**src/rtl/lcd_dma_pkg.sv**
```systemverilog
package lcd_dma_pkg;

  typedef enum logic [2:0] {
    PM_MONO   = 3'd0,
    PM_GRAY4  = 3'd1,
    PM_GRAY16 = 3'd2,
    PM_C256   = 3'd3,
    PM_C4K    = 3'd4,
    PM_C64K   = 3'd5,
    PM_C256K  = 3'd6,
    PM_C16M   = 3'd7
  } pix_mode_e;

  typedef enum logic [1:0] {
    MK_SRAM  = 2'd0,
    MK_SDRAM = 2'd1,
    MK_IRAM  = 2'd2,
    MK_SPARE = 2'd3
  } mem_kind_e;

  typedef enum logic [2:0] {
    FS_IDLE,
    FS_REQ,
    FS_OVH,
    FS_SLOT,
    FS_ACC,
    FS_REL
  } fetch_st_e;

  function automatic logic [4:0] bits_per_pixel(input pix_mode_e m);
    case (m)
      PM_MONO:   return 5'd1;
      PM_GRAY4:  return 5'd2;
      PM_GRAY16: return 5'd4;
      PM_C256:   return 5'd8;
      PM_C4K:    return 5'd12;
      PM_C64K:   return 5'd16;
      default:   return 5'd24;
    endcase
  endfunction

endpackage

```
**src/rtl/lcd_len_calc.sv**
```systemverilog
module lcd_len_calc
  import lcd_dma_pkg::*;
#(
  parameter int SEG_W     = 10,
  parameter int WAIT_W    = 4,
  parameter int DW        = 16,
  parameter int WORD_W    = 13,
  parameter int COST_W    = 5,
  parameter int OVH_W     = 5,
  parameter int SDRAM_OVH = 8,
  parameter int IRAM_OVH  = 2
) (
  input  logic [SEG_W-1:0]  seg_count,
  input  logic [2:0]        pix_mode,
  input  logic [1:0]        mem_kind,
  input  logic [WAIT_W-1:0] wait_cnt,
  output logic [WORD_W-1:0] word_total,
  output logic [COST_W-1:0] acc_cost,
  output logic [OVH_W-1:0]  ovh_cycles
);
  localparam int BITS_W = SEG_W + 5;
  localparam int BPW    = DW / 8;
  localparam int WSH    = $clog2(BPW);

  logic [4:0]        k_bits;
  logic [BITS_W-1:0] line_bits;
  logic [BITS_W-1:0] line_bytes;
  logic [BITS_W-1:0] line_words;

  always_comb begin
    k_bits     = bits_per_pixel(pix_mode_e'(pix_mode));
    line_bits  = BITS_W'(seg_count) * BITS_W'(k_bits);
    // round up to whole bytes, then to whole bus words
    line_bytes = (line_bits + BITS_W'(7)) >> 3;
    line_words = (line_bytes + BITS_W'(BPW - 1)) >> WSH;
    word_total = WORD_W'(line_words);
  end

  always_comb begin
    case (mem_kind_e'(mem_kind))
      MK_SDRAM: begin
        acc_cost   = COST_W'(2);
        ovh_cycles = OVH_W'(SDRAM_OVH);
      end
      MK_IRAM: begin
        acc_cost   = COST_W'(1);
        ovh_cycles = OVH_W'(IRAM_OVH);
      end
      default: begin
        acc_cost   = COST_W'(2) + COST_W'(wait_cnt);
        ovh_cycles = '0;
      end
    endcase
  end

endmodule

```
**src/rtl/lcd_stall_meter.sv**
```systemverilog
module lcd_stall_meter #(
  parameter int STALL_W = 16
) (
  input  logic               clk,
  input  logic               rst_n,
  input  logic               granted,
  input  logic               sync_rise,
  output logic [STALL_W-1:0] stall_last
);
  logic [STALL_W-1:0] run_cnt;

  always_ff @(posedge clk or negedge rst_n) begin
    if (!rst_n) begin
      run_cnt    <= '0;
      stall_last <= '0;
    end else if (sync_rise) begin
      stall_last <= run_cnt;
      run_cnt    <= STALL_W'(granted);
    end else if (granted && run_cnt != '1) begin
      run_cnt <= run_cnt + STALL_W'(1);
    end
  end

endmodule

```
**src/rtl/lcd_fetch_fsm.sv**
```systemverilog
module lcd_fetch_fsm
  import lcd_dma_pkg::*;
#(
  parameter int AW     = 20,
  parameter int DW     = 16,
  parameter int WORD_W = 13,
  parameter int COST_W = 5,
  parameter int OVH_W  = 5
) (
  input  logic              clk,
  input  logic              rst_n,
  input  logic              sync_rise,
  input  logic [WORD_W-1:0] word_total,
  input  logic [COST_W-1:0] acc_cost,
  input  logic [OVH_W-1:0]  ovh_cycles,
  input  logic [AW-1:0]     base_addr,
  output logic              bus_req,
  input  logic              bus_ack,
  output logic              mem_rd,
  output logic [AW-1:0]     mem_addr,
  input  logic [DW-1:0]     mem_rdata,
  input  logic              mem_wait,
  output logic              pix_valid,
  input  logic              pix_ready,
  output logic [DW-1:0]     pix_data,
  output logic              pix_last,
  output logic              busy
);
  fetch_st_e         st;
  logic [WORD_W-1:0] words_left;
  logic [COST_W-1:0] cost_q;
  logic [COST_W-1:0] acc_cnt;
  logic [OVH_W-1:0]  ovh_q;
  logic [OVH_W-1:0]  ovh_cnt;
  logic [AW-1:0]     addr_q;
  logic              slot_free;
  logic              last_word;

  assign slot_free = !pix_valid || pix_ready;
  assign last_word = (words_left == WORD_W'(1));
  assign bus_req   = (st == FS_REQ) || (st == FS_OVH) || (st == FS_SLOT) || (st == FS_ACC);
  assign mem_rd    = (st == FS_ACC);
  assign mem_addr  = addr_q;
  assign busy      = (st != FS_IDLE);

  always_ff @(posedge clk or negedge rst_n) begin
    if (!rst_n) begin
      st         <= FS_IDLE;
      words_left <= '0;
      cost_q     <= '0;
      acc_cnt    <= '0;
      ovh_q      <= '0;
      ovh_cnt    <= '0;
      addr_q     <= '0;
    end else begin
      case (st)
        FS_IDLE: begin
          if (sync_rise && word_total != '0) begin
            words_left <= word_total;
            cost_q     <= acc_cost;
            ovh_q      <= ovh_cycles;
            addr_q     <= base_addr;
            st         <= FS_REQ;
          end
        end
        FS_REQ: begin
          if (bus_ack) begin
            if (ovh_q == '0) begin
              st <= FS_SLOT;
            end else begin
              ovh_cnt <= ovh_q - OVH_W'(1);
              st      <= FS_OVH;
            end
          end
        end
        FS_OVH: begin
          if (ovh_cnt == '0) st <= FS_SLOT;
          else               ovh_cnt <= ovh_cnt - OVH_W'(1);
        end
        FS_SLOT: begin
          if (slot_free) begin
            acc_cnt <= cost_q - COST_W'(1);
            st      <= FS_ACC;
          end
        end
        FS_ACC: begin
          if (acc_cnt != '0) begin
            acc_cnt <= acc_cnt - COST_W'(1);
          end else if (!mem_wait) begin
            words_left <= words_left - WORD_W'(1);
            addr_q     <= addr_q + AW'(1);
            st         <= last_word ? FS_REL : FS_SLOT;
          end
        end
        FS_REL: begin
          if (!bus_ack) st <= FS_IDLE;
        end
        default: st <= FS_IDLE;
      endcase
    end
  end

  // one-word output slot of the pixel stream
  always_ff @(posedge clk or negedge rst_n) begin
    if (!rst_n) begin
      pix_valid <= 1'b0;
      pix_data  <= '0;
      pix_last  <= 1'b0;
    end else begin
      if (pix_valid && pix_ready) pix_valid <= 1'b0;
      if (st == FS_ACC && acc_cnt == '0 && !mem_wait) begin
        pix_valid <= 1'b1;
        pix_data  <= mem_rdata;
        pix_last  <= last_word;
      end
    end
  end

endmodule

```
**src/rtl/lcd_line_dma.sv**
```systemverilog
module lcd_line_dma
  import lcd_dma_pkg::*;
#(
  parameter int SEG_W     = 10,
  parameter int AW        = 20,
  parameter int DW        = 16,
  parameter int WAIT_W    = 4,
  parameter int STALL_W   = 16,
  parameter int SDRAM_OVH = 8,
  parameter int IRAM_OVH  = 2
) (
  input  logic               clk,
  input  logic               rst_n,
  input  logic               line_sync,
  input  logic [SEG_W-1:0]   seg_count,
  input  logic [2:0]         pix_mode,
  input  logic [1:0]         mem_kind,
  input  logic [WAIT_W-1:0]  wait_cnt,
  input  logic [AW-1:0]      base_addr,
  output logic               bus_req,
  input  logic               bus_ack,
  output logic               mem_rd,
  output logic [AW-1:0]      mem_addr,
  input  logic [DW-1:0]      mem_rdata,
  input  logic               mem_wait,
  output logic               pix_valid,
  input  logic               pix_ready,
  output logic [DW-1:0]      pix_data,
  output logic               pix_last,
  output logic [STALL_W-1:0] stall_cycles,
  output logic               overrun
);
  localparam int BITS_W  = SEG_W + 5;
  localparam int WORD_W  = BITS_W - 2;
  localparam int COST_W  = WAIT_W + 1;
  localparam int MAX_OVH = (SDRAM_OVH > IRAM_OVH) ? SDRAM_OVH : IRAM_OVH;
  localparam int OVH_W   = $clog2(MAX_OVH + 1) + 1;

  logic              sync_q;
  logic              sync_rise;
  logic              busy;
  logic [WORD_W-1:0] word_total;
  logic [COST_W-1:0] acc_cost;
  logic [OVH_W-1:0]  ovh_cycles;

  assign sync_rise = line_sync && !sync_q;

  always_ff @(posedge clk or negedge rst_n) begin
    if (!rst_n) begin
      sync_q  <= 1'b0;
      overrun <= 1'b0;
    end else begin
      sync_q <= line_sync;
      if (sync_rise && busy) overrun <= 1'b1;
    end
  end

  lcd_len_calc #(
    .SEG_W(SEG_W), .WAIT_W(WAIT_W), .DW(DW), .WORD_W(WORD_W),
    .COST_W(COST_W), .OVH_W(OVH_W),
    .SDRAM_OVH(SDRAM_OVH), .IRAM_OVH(IRAM_OVH)
  ) u_len (
    .seg_count  (seg_count),
    .pix_mode   (pix_mode),
    .mem_kind   (mem_kind),
    .wait_cnt   (wait_cnt),
    .word_total (word_total),
    .acc_cost   (acc_cost),
    .ovh_cycles (ovh_cycles)
  );

  lcd_fetch_fsm #(
    .AW(AW), .DW(DW), .WORD_W(WORD_W), .COST_W(COST_W), .OVH_W(OVH_W)
  ) u_fetch (
    .clk        (clk),
    .rst_n      (rst_n),
    .sync_rise  (sync_rise),
    .word_total (word_total),
    .acc_cost   (acc_cost),
    .ovh_cycles (ovh_cycles),
    .base_addr  (base_addr),
    .bus_req    (bus_req),
    .bus_ack    (bus_ack),
    .mem_rd     (mem_rd),
    .mem_addr   (mem_addr),
    .mem_rdata  (mem_rdata),
    .mem_wait   (mem_wait),
    .pix_valid  (pix_valid),
    .pix_ready  (pix_ready),
    .pix_data   (pix_data),
    .pix_last   (pix_last),
    .busy       (busy)
  );

  lcd_stall_meter #(
    .STALL_W(STALL_W)
  ) u_stall (
    .clk        (clk),
    .rst_n      (rst_n),
    .granted    (bus_ack),
    .sync_rise  (sync_rise),
    .stall_last (stall_cycles)
  );

endmodule

```
**config.mk**
```make
export PLATFORM = sky130hd
export DESIGN_NAME = lcd_line_dma
export DESIGN_NICKNAME = d
export VERILOG_FILES = /design/src/rtl/lcd_dma_pkg.sv /design/src/rtl/lcd_len_calc.sv /design/src/rtl/lcd_stall_meter.sv /design/src/rtl/lcd_fetch_fsm.sv /design/src/rtl/lcd_line_dma.sv
export SDC_FILE = /design/constraint.sdc
export NUM_CORES = 1
export LEC_CHECK = 0
export ABC_AREA = 1
export BUFFER_PORTS_ARGS = -buffer_cell sky130_fd_sc_hd__clkbuf_2
export CORE_MARGIN = 10
export CORE_UTILIZATION = 42
export DETAILED_ROUTE_END_ITERATION = 12
export HOLD_SLACK_MARGIN = 0.02
export PLACE_DENSITY_LB_ADDON = 0.15
export SYNTH_ARGS = -nofsm -noshare
export SYNTH_HDL_FRONTEND = slang
export SYNTH_SLANG_ARGS = --single-unit
```
**constraint.sdc**
```tcl
create_clock -name clk -period 2.1 [get_ports clk]
set_input_delay 0.42 -clock clk [delete_from_list [all_inputs] [get_ports clk]]
set_output_delay 0.42 -clock clk [all_outputs]
set_load 0.05 [all_outputs]
```
==> results.yml, run 1 <==
outcome:
  status: "complete, but fails checks"
  violations: "negative setup slack"
pwr:
  p_clk_share_pct: 15.2
  combPwrFrac_pct: 57.1
  p_int_uw: 5920
  power.share.switching_pct: 47.7
  power_density_nw_per_um2: 1020
  p_leak_uw: 0.00586
  switchingPower_uw: 5390
  seqPwrFrac_pct: 27.8
  peakVddDrop_mv: 0.531
die:
  io_pins: 118
  die_area_um2: 24600
  coreArea_um2: 18600
  die_x_um: 157
  rows: 50
  initial_core_util_pct: 42.4
  die_y_um: 157
detailed_routing:
  vias_per_cell: 4.82
  drtPass1Iterations: 8
  dr.first_iter.drc_count: 313
  routed_wl_mm: 21.6
  drc: 0
  ant_nets: 0
  vias: 7670
  post_drt_wl_per_cell_um: 13.6
placed_design:
  dp_hpwl_mm: 15.5
  post_dp_cell_area_um2: 9790
  pre_cts_ws_ps: -3010
  gp_congestion: 0.843
  portBuffers: 117
timing:
  hold_slack_ps: 55.0
  finalSetupViolCount: 43
  worst_pin_slew_ps: 631
  period_minus_slack_ps: 4620
  setup_ws_ps: -2520
  rsz0062_at_grt: "yes"
  fin_skew_ps: 13.0
  finalHoldViolCount: 0
  slew_viol_final: 0
  slew_headroom_pct: 57.9
  max_freq_mhz: 216
  finalCritPeriodShare_pct: 220
synth:
  synth-edff-count: 0
  synthTopCellsByArea: "dfrtp_1, nand2_1, inv_1"
  synth_cell_types: 41
  ys_seq_area_share_pct: 33.4
  ys_top_cells_by_count: "nand2_1, inv_1, nor2_1, dfrtp_1, nand3_1"
  syn_inst: 1095
  yosys.area.top_type_share_pct: 33.4
  syn_nets: 1219
  yosysMostFrequentCell: "nand2_1"
  synth_ff_type: "dfrtp_1"
  ys_seq_elements: 105
  syn_avg_cell_area_um2: 7.19
  yosys.area.top_type: "dfrtp_1"
  async_flop_share_pct: 100
  yosys_warnings: 0
  synth_area_um2: 7880
worst_hold_path:
  hold_path_class: "in2async"
finish:
  final_core_util_pct: 59.5
  nNetsFinal: 1477
  drive_above_1_share_pct: 36.5
  n_antenna_cell: 0
  synthToLayoutAreaGrowth_pct: 40.3
  postLayoutCellArea_um2: 11100
run:
  maxCapViolations: 0
worst_setup_path:
  crit_type: "in2reg"
  regToRegSetupSlack_ps: -20
  cp_max_fo: 8
  slowest_stage: "fa_1"
  critPathBufInv: 7
  cp_top_family: "adder cells"
  cp.required_ps: 2360
  cp.depth: 30
  r2r-start: "u_fetch.mem_addr[0]"
  crit_path_end_kind: "flop"
  timing.critical_path.mode_cell: "nand2_1"
  arrival_ps: 4880
  start_kind: "input port"
  cp_slowest_stage_delay_ps: 530
  reg2reg_to: "u_fetch.mem_addr[16]"
  worstRegToRegCells: 14
clock_network:
  cts_buffers: 9
  cts_tree: "done"
  path_clk_slew_ps: 80
  cts.sinks: 105
  clockBufferDepth: 2
  cts-root-buf: "clkbuf_16"
  insertion_delay_ps: 360
  h-tree-depth: 3
global_route:
  grt_max_degree: 106
  antenna_found_initial: 0
  grtUsageTotal_pct: 16.9
  grt_overflow: 0
  grt_pass1_vias: 7370
  grt_pass1_wl_mm: 34.6
-- layout make-up --
class	count	area, µm²
clock buffers	9	225
multi-input cells	792	5210
fillers	1714	7530
clock inverters	7	80.1
repair buffers	267	1930
inverters	178	688
flip-flops and latches	105	2630
well taps	234	293
-- sequential cells by signal (all words and copies together), names as in the netlist --
| register | flops |
|---|---|
| u_fetch.mem_addr | 20 |
| u_fetch.pix_data | 16 |
| u_stall.run_cnt | 16 |
| u_stall.stall_last | 16 |
| u_fetch.words_left | 13 |
| u_fetch.acc_cnt | 5 |
| u_fetch.cost_q | 5 |
| u_fetch.ovh_cnt | 5 |
| u_fetch.st | 3 |
| u_fetch.ovh_q | 2 |
| overrun | 1 |
| sync_q | 1 |
| u_fetch.pix_last | 1 |
| u_fetch.pix_valid | 1 |
-- cells by family (layout without fill, tap and decap cells) --
kind of cell,count (synthesis),after routing,synth area share (%)
buffers and inverters,202,461,10.1
xor gates and xnor gates,21,21,2.34
muxes,19,19,2.67
and+or+nand+nor,568,572,30.9
AOI/OAI and AO/OA,117,117,8.06
adders and majority gates,63,63,12.6
DFF,105,105,33.4
-- cell usage in the layout, fill, tap and decap left out, types with 10 or more instances in the layout --
cell type,instances
clkbuf_16,10
nor2_1,79
nor2_2,27
nand2_2,56
nor3_1,15
mux2_2,16
o21ai_0,62
nand2_1,241
inv_1,150
nand2_4,20
nand3_1,65
dfrtp_1,104
inv_2,21
clkbuf_2,112
nor2_4,13
xor2_1,15
fa_1,26
buf_4,133
nand4_1,15
ha_1,27
nand3_2,19
a21oi_1,18
a31oi_1,12
-- timing repair --
action / CTS / global route
endpoints found under the setup margin: 51 / 67
buffers inserted: 20 / 10
hold buffers: 0 / 0
pin swaps: 24 / 64
resized for setup: 71 / 116
cloned: 4 / 3
-- how the worst max path moves through the flow --
| stage | from | endpoint | slack [ps] |
|---|---|---|---|
| CTS | pix_mode[2] | u_fetch.mem_addr[17] | -2480 |
| floorplan | pix_mode[2] | u_fetch.mem_addr[0] | -2360 |
| finish | pix_mode[2] | u_fetch.words_left[6] | -2520 |
| global placement | pix_mode[2] | u_fetch.mem_addr[16] | -2960 |
| global route | pix_mode[2] | u_fetch.st[1] | -2810 |
| detailed placement | pix_mode[2] | u_fetch.words_left[2] | -3010 |
-- power groups by stage --
| stage | logic, µW | registers, µW | clock network (µW) |
|---|---|---|---|
| floorplan | 3090 | 4020 | 0 |
| global placement | 5710 | 3130 | 0 |
| detailed placement | 5800 | 3140 | 0 |
| CTS | 6080 | 3110 | 1760 |
| global route | 7160 | 3230 | 1840 |
| finish | 6450 | 3140 | 1710 |
-- stage by stage --
step                      setup TNS (ps)  total power [µW]  cells
after floorplan                  -100000              7110   1095
after global placement           -125820              8850   1539
after detailed placement         -127430              8940   1539
after CTS                        -105010             11000   1579
after global routing             -119440             12200   1592
final                            -106930             11300   1592
-- layer usage --
layer | routed length [µm] | global-route usage, % | vias up
met1 | 9730 | 21.3 | 3505
met5 | 0 | 0 | -
li1 | - | - | 3989
met4 | 298 | 3.73 | 0
met2 | 10500 | 29.0 | 154
met3 | 1090 | 3.88 | 22
Note: power is estimated with default switching activity, not from simulation.
==> inputs of run 2 (changes only) <==
--- a/config.mk
+++ b/config.mk
@@ -5,7 +5,7 @@
 export SDC_FILE = /design/constraint.sdc
 export NUM_CORES = 1
 export LEC_CHECK = 0
-export ABC_AREA = 1
+export ABC_AREA = 0
 export BUFFER_PORTS_ARGS = -buffer_cell sky130_fd_sc_hd__clkbuf_2
 export CORE_MARGIN = 10
 export CORE_UTILIZATION = 42
==> run 2 against run 1 <==
Effect of this change: the flow still finishes with violations (negative setup slack); clock skew shrank 1.1 ps; setup slack lost 320 ps; clock-buffer cell count is the same; cell count shrank 11%; wire length shrank 0.35%; synthesized cell count shrank 17%; core utilization grew 2.1 points; first-iteration DRC count grew 2.9%; non-clock buffer count grew 24; sequential share of layout area shrank 0.052 points; clock power is essentially flat; critical path type unchanged; largest cell class unchanged.
==> results.yml, run 2 <==
clock_network:
  path_clk_slew_ps: 80
  h-tree-depth: 3
  cts_buffers: 9
  cts-root-buf: "clkbuf_16"
  clockBufferDepth: 2
  cts.sinks: 105
  insertion_delay_ps: 360
  cts_tree: "done"
worst_hold_path:
  hold_path_class: "in2reg"
placed_design:
  gp_congestion: 0.825
  post_dp_cell_area_um2: 9830
  portBuffers: 117
  dp_hpwl_mm: 15.7
die:
  die_x_um: 155
  die_y_um: 155
  rows: 49
  initial_core_util_pct: 42.6
  io_pins: 118
  coreArea_um2: 18000
  die_area_um2: 24000
synth:
  syn_avg_cell_area_um2: 8.39
  synth_area_um2: 7650
  syn_nets: 1036
  yosysMostFrequentCell: "nand2_1"
  yosys_warnings: 0
  synth_ff_type: "dfrtp_1"
  synth_cell_types: 67
  synth-edff-count: 0
  ys_seq_elements: 105
  async_flop_share_pct: 100
  syn_inst: 912
  synthTopCellsByArea: "dfrtp_1, nand2_1, fa_1"
  yosys.area.top_type_share_pct: 34.3
  yosys.area.top_type: "dfrtp_1"
  ys_top_cells_by_count: "nand2_1, dfrtp_1, inv_1, a21oi_1, nor2_1"
  ys_seq_area_share_pct: 34.3
detailed_routing:
  ant_nets: 0
  dr.first_iter.drc_count: 322
  drc: 0
  post_drt_wl_per_cell_um: 15.2
  vias: 7403
  routed_wl_mm: 21.5
  drtPass1Iterations: 5
  vias_per_cell: 5.24
global_route:
  grt_pass1_vias: 7551
  grtUsageTotal_pct: 17.6
  antenna_found_initial: 0
  grt_pass1_wl_mm: 36.4
  grt_overflow: 0
  grt_max_degree: 50
worst_setup_path:
  cp_slowest_stage_delay_ps: 570
  cp.required_ps: 2350
  arrival_ps: 5180
  cp_top_family: "adder cells"
  crit_type: "in2reg"
  cp_max_fo: 6
  critPathBufInv: 7
  start_kind: "input port"
  slowest_stage: "fa_1"
  crit_path_end_kind: "flop"
  path_cells: "clkbuf_16, xnor2_4, nor2_4, buf_6, and2_4, fa_1, inv_2, fa_1, fa_1, inv_2, ha_4, a21o_1, or3_4, o211ai_1, nor4_4, buf_4, and2_1, a211o_1, buf_6, a31oi_4, buf_12, mux2_4"
  timing.critical_path.mode_cell: "fa_1"
finish:
  multiInputGateArea_um2: 5430
  nFillCells: 1532
  postLayoutCellArea_um2: 11100
  regArea_um2: 2630
  final_cell_mix: "nand2_1, buf_4, clkbuf_2"
  nNetsFinal: 1304
  drive_above_1_share_pct: 38.9
  synthToLayoutAreaGrowth_pct: 44.7
  largest_reg_flops: 20
  mostFrequentLayoutCell: "nand2_1"
  n_antenna_cell: 0
timing:
  max_freq_mhz: 203
  setup_ws_ps: -2840
  period_minus_slack_ps: 4940
  finalCritPeriodShare_pct: 235
  slew_headroom_pct: 72.8
  finalSetupViolCount: 41
  slew_viol_final: 0
  fin_skew_ps: 12.0
  rsz0062_at_grt: "yes"
  finalHoldViolCount: 0
  worst_pin_slew_ps: 407
pwr:
  p_leak_uw: 0.00522
  seqPwrFrac_pct: 28.1
  switchingPower_uw: 5180
  p_clk_share_pct: 14.8
  p_int_uw: 6220
  power.total_uw: 11400
  peakVddDrop_mv: 0.885
  power_density_nw_per_um2: 1030
  combPwrFrac_pct: 57.1
  power.share.switching_pct: 45.4
outcome:
  violations: "negative setup slack"
  status: "complete, but fails checks"
run:
  maxCapViolations: 0
run 2: final timing paths:
kind,start,endpoint,slack (ps),cells past startpoint
worst max-delay path,pix_mode[1],u_fetch.ovh_q[1],-2840,22
worst min-delay path,line_sync,sync_q,200,1
worst max register to register,u_fetch.acc_cnt[3],u_fetch.words_left[11],-200,9
worst min register to register,u_stall.stall_last[12],u_stall.stall_last[12],480,2
max in group asynchronous,rst_n,u_fetch.pix_data[5],1040,3
min in group asynchronous,rst_n,u_fetch.mem_addr[8],490,2
run 2: power groups by stage:
stage | Combinational, µW | Clock (µW) | Sequential, µW
after floorplan | 3060 | 0 | 3990
after global placement | 5740 | 0 | 3160
after detailed placement | 5810 | 0 | 3170
after CTS | 6300 | 1740 | 3160
after global routing | 7120 | 1800 | 3290
final | 6510 | 1690 | 3200
run 2: what timing repair did:
action                                  CTS  global route
buffers inserted                         15            17
gates cloned                              4             0
resized for setup                        82            50
pin swaps                                31            38
endpoints found under the setup margin   46            52
hold endpoints to repair                 17             0
hold buffers                              1             0
run 2: cell type report:
type                       instances  area share [%]
inverter                          66            2.28
clock inverter                     7           0.656
tap                              229            2.59
timing repair buffer             291            19.6
clock buffer                       9            2.03
sequential                       105            23.7
multi-input combinational        707            49.1
run 2: metal layers:
metal / vias up / part of all wire (%) / GRT usage, % / wire length [µm]
li1: 3672 / - / - / -
met1: 3567 / 45 / 22.7 / 9680
met2: 150 / 49 / 29.4 / 10500
met3: 14 / 5.1 / 3.80 / 1110
met4: 0 / 0.97 / 4.50 / 209
met5: - / 0 / 0 / 0
run 2: metrics by stage:
step	util (%)	cells	setup slack (ps)	TNS (ps)	hold WS (ps)
after floorplan	-	912	-2700	-108320	124
after global placement	54.7	1361	-3070	-123260	341
after detailed placement	54.7	1361	-3210	-127460	339
after CTS	59.8	1397	-2690	-108080	199
after global routing	61.6	1414	-3020	-121050	196
final	61.6	1414	-2840	-112640	202
run 2: cells by family after synthesis:
logic type	synth area share, %
AOI/OAI and AO/OA	15.9
xor gates and xnor gates	4.32
adders and majority gates	13.0
buffers and inverters	5.27
DFF	34.3
muxes	2.29
and+or+nand+nor	25.0
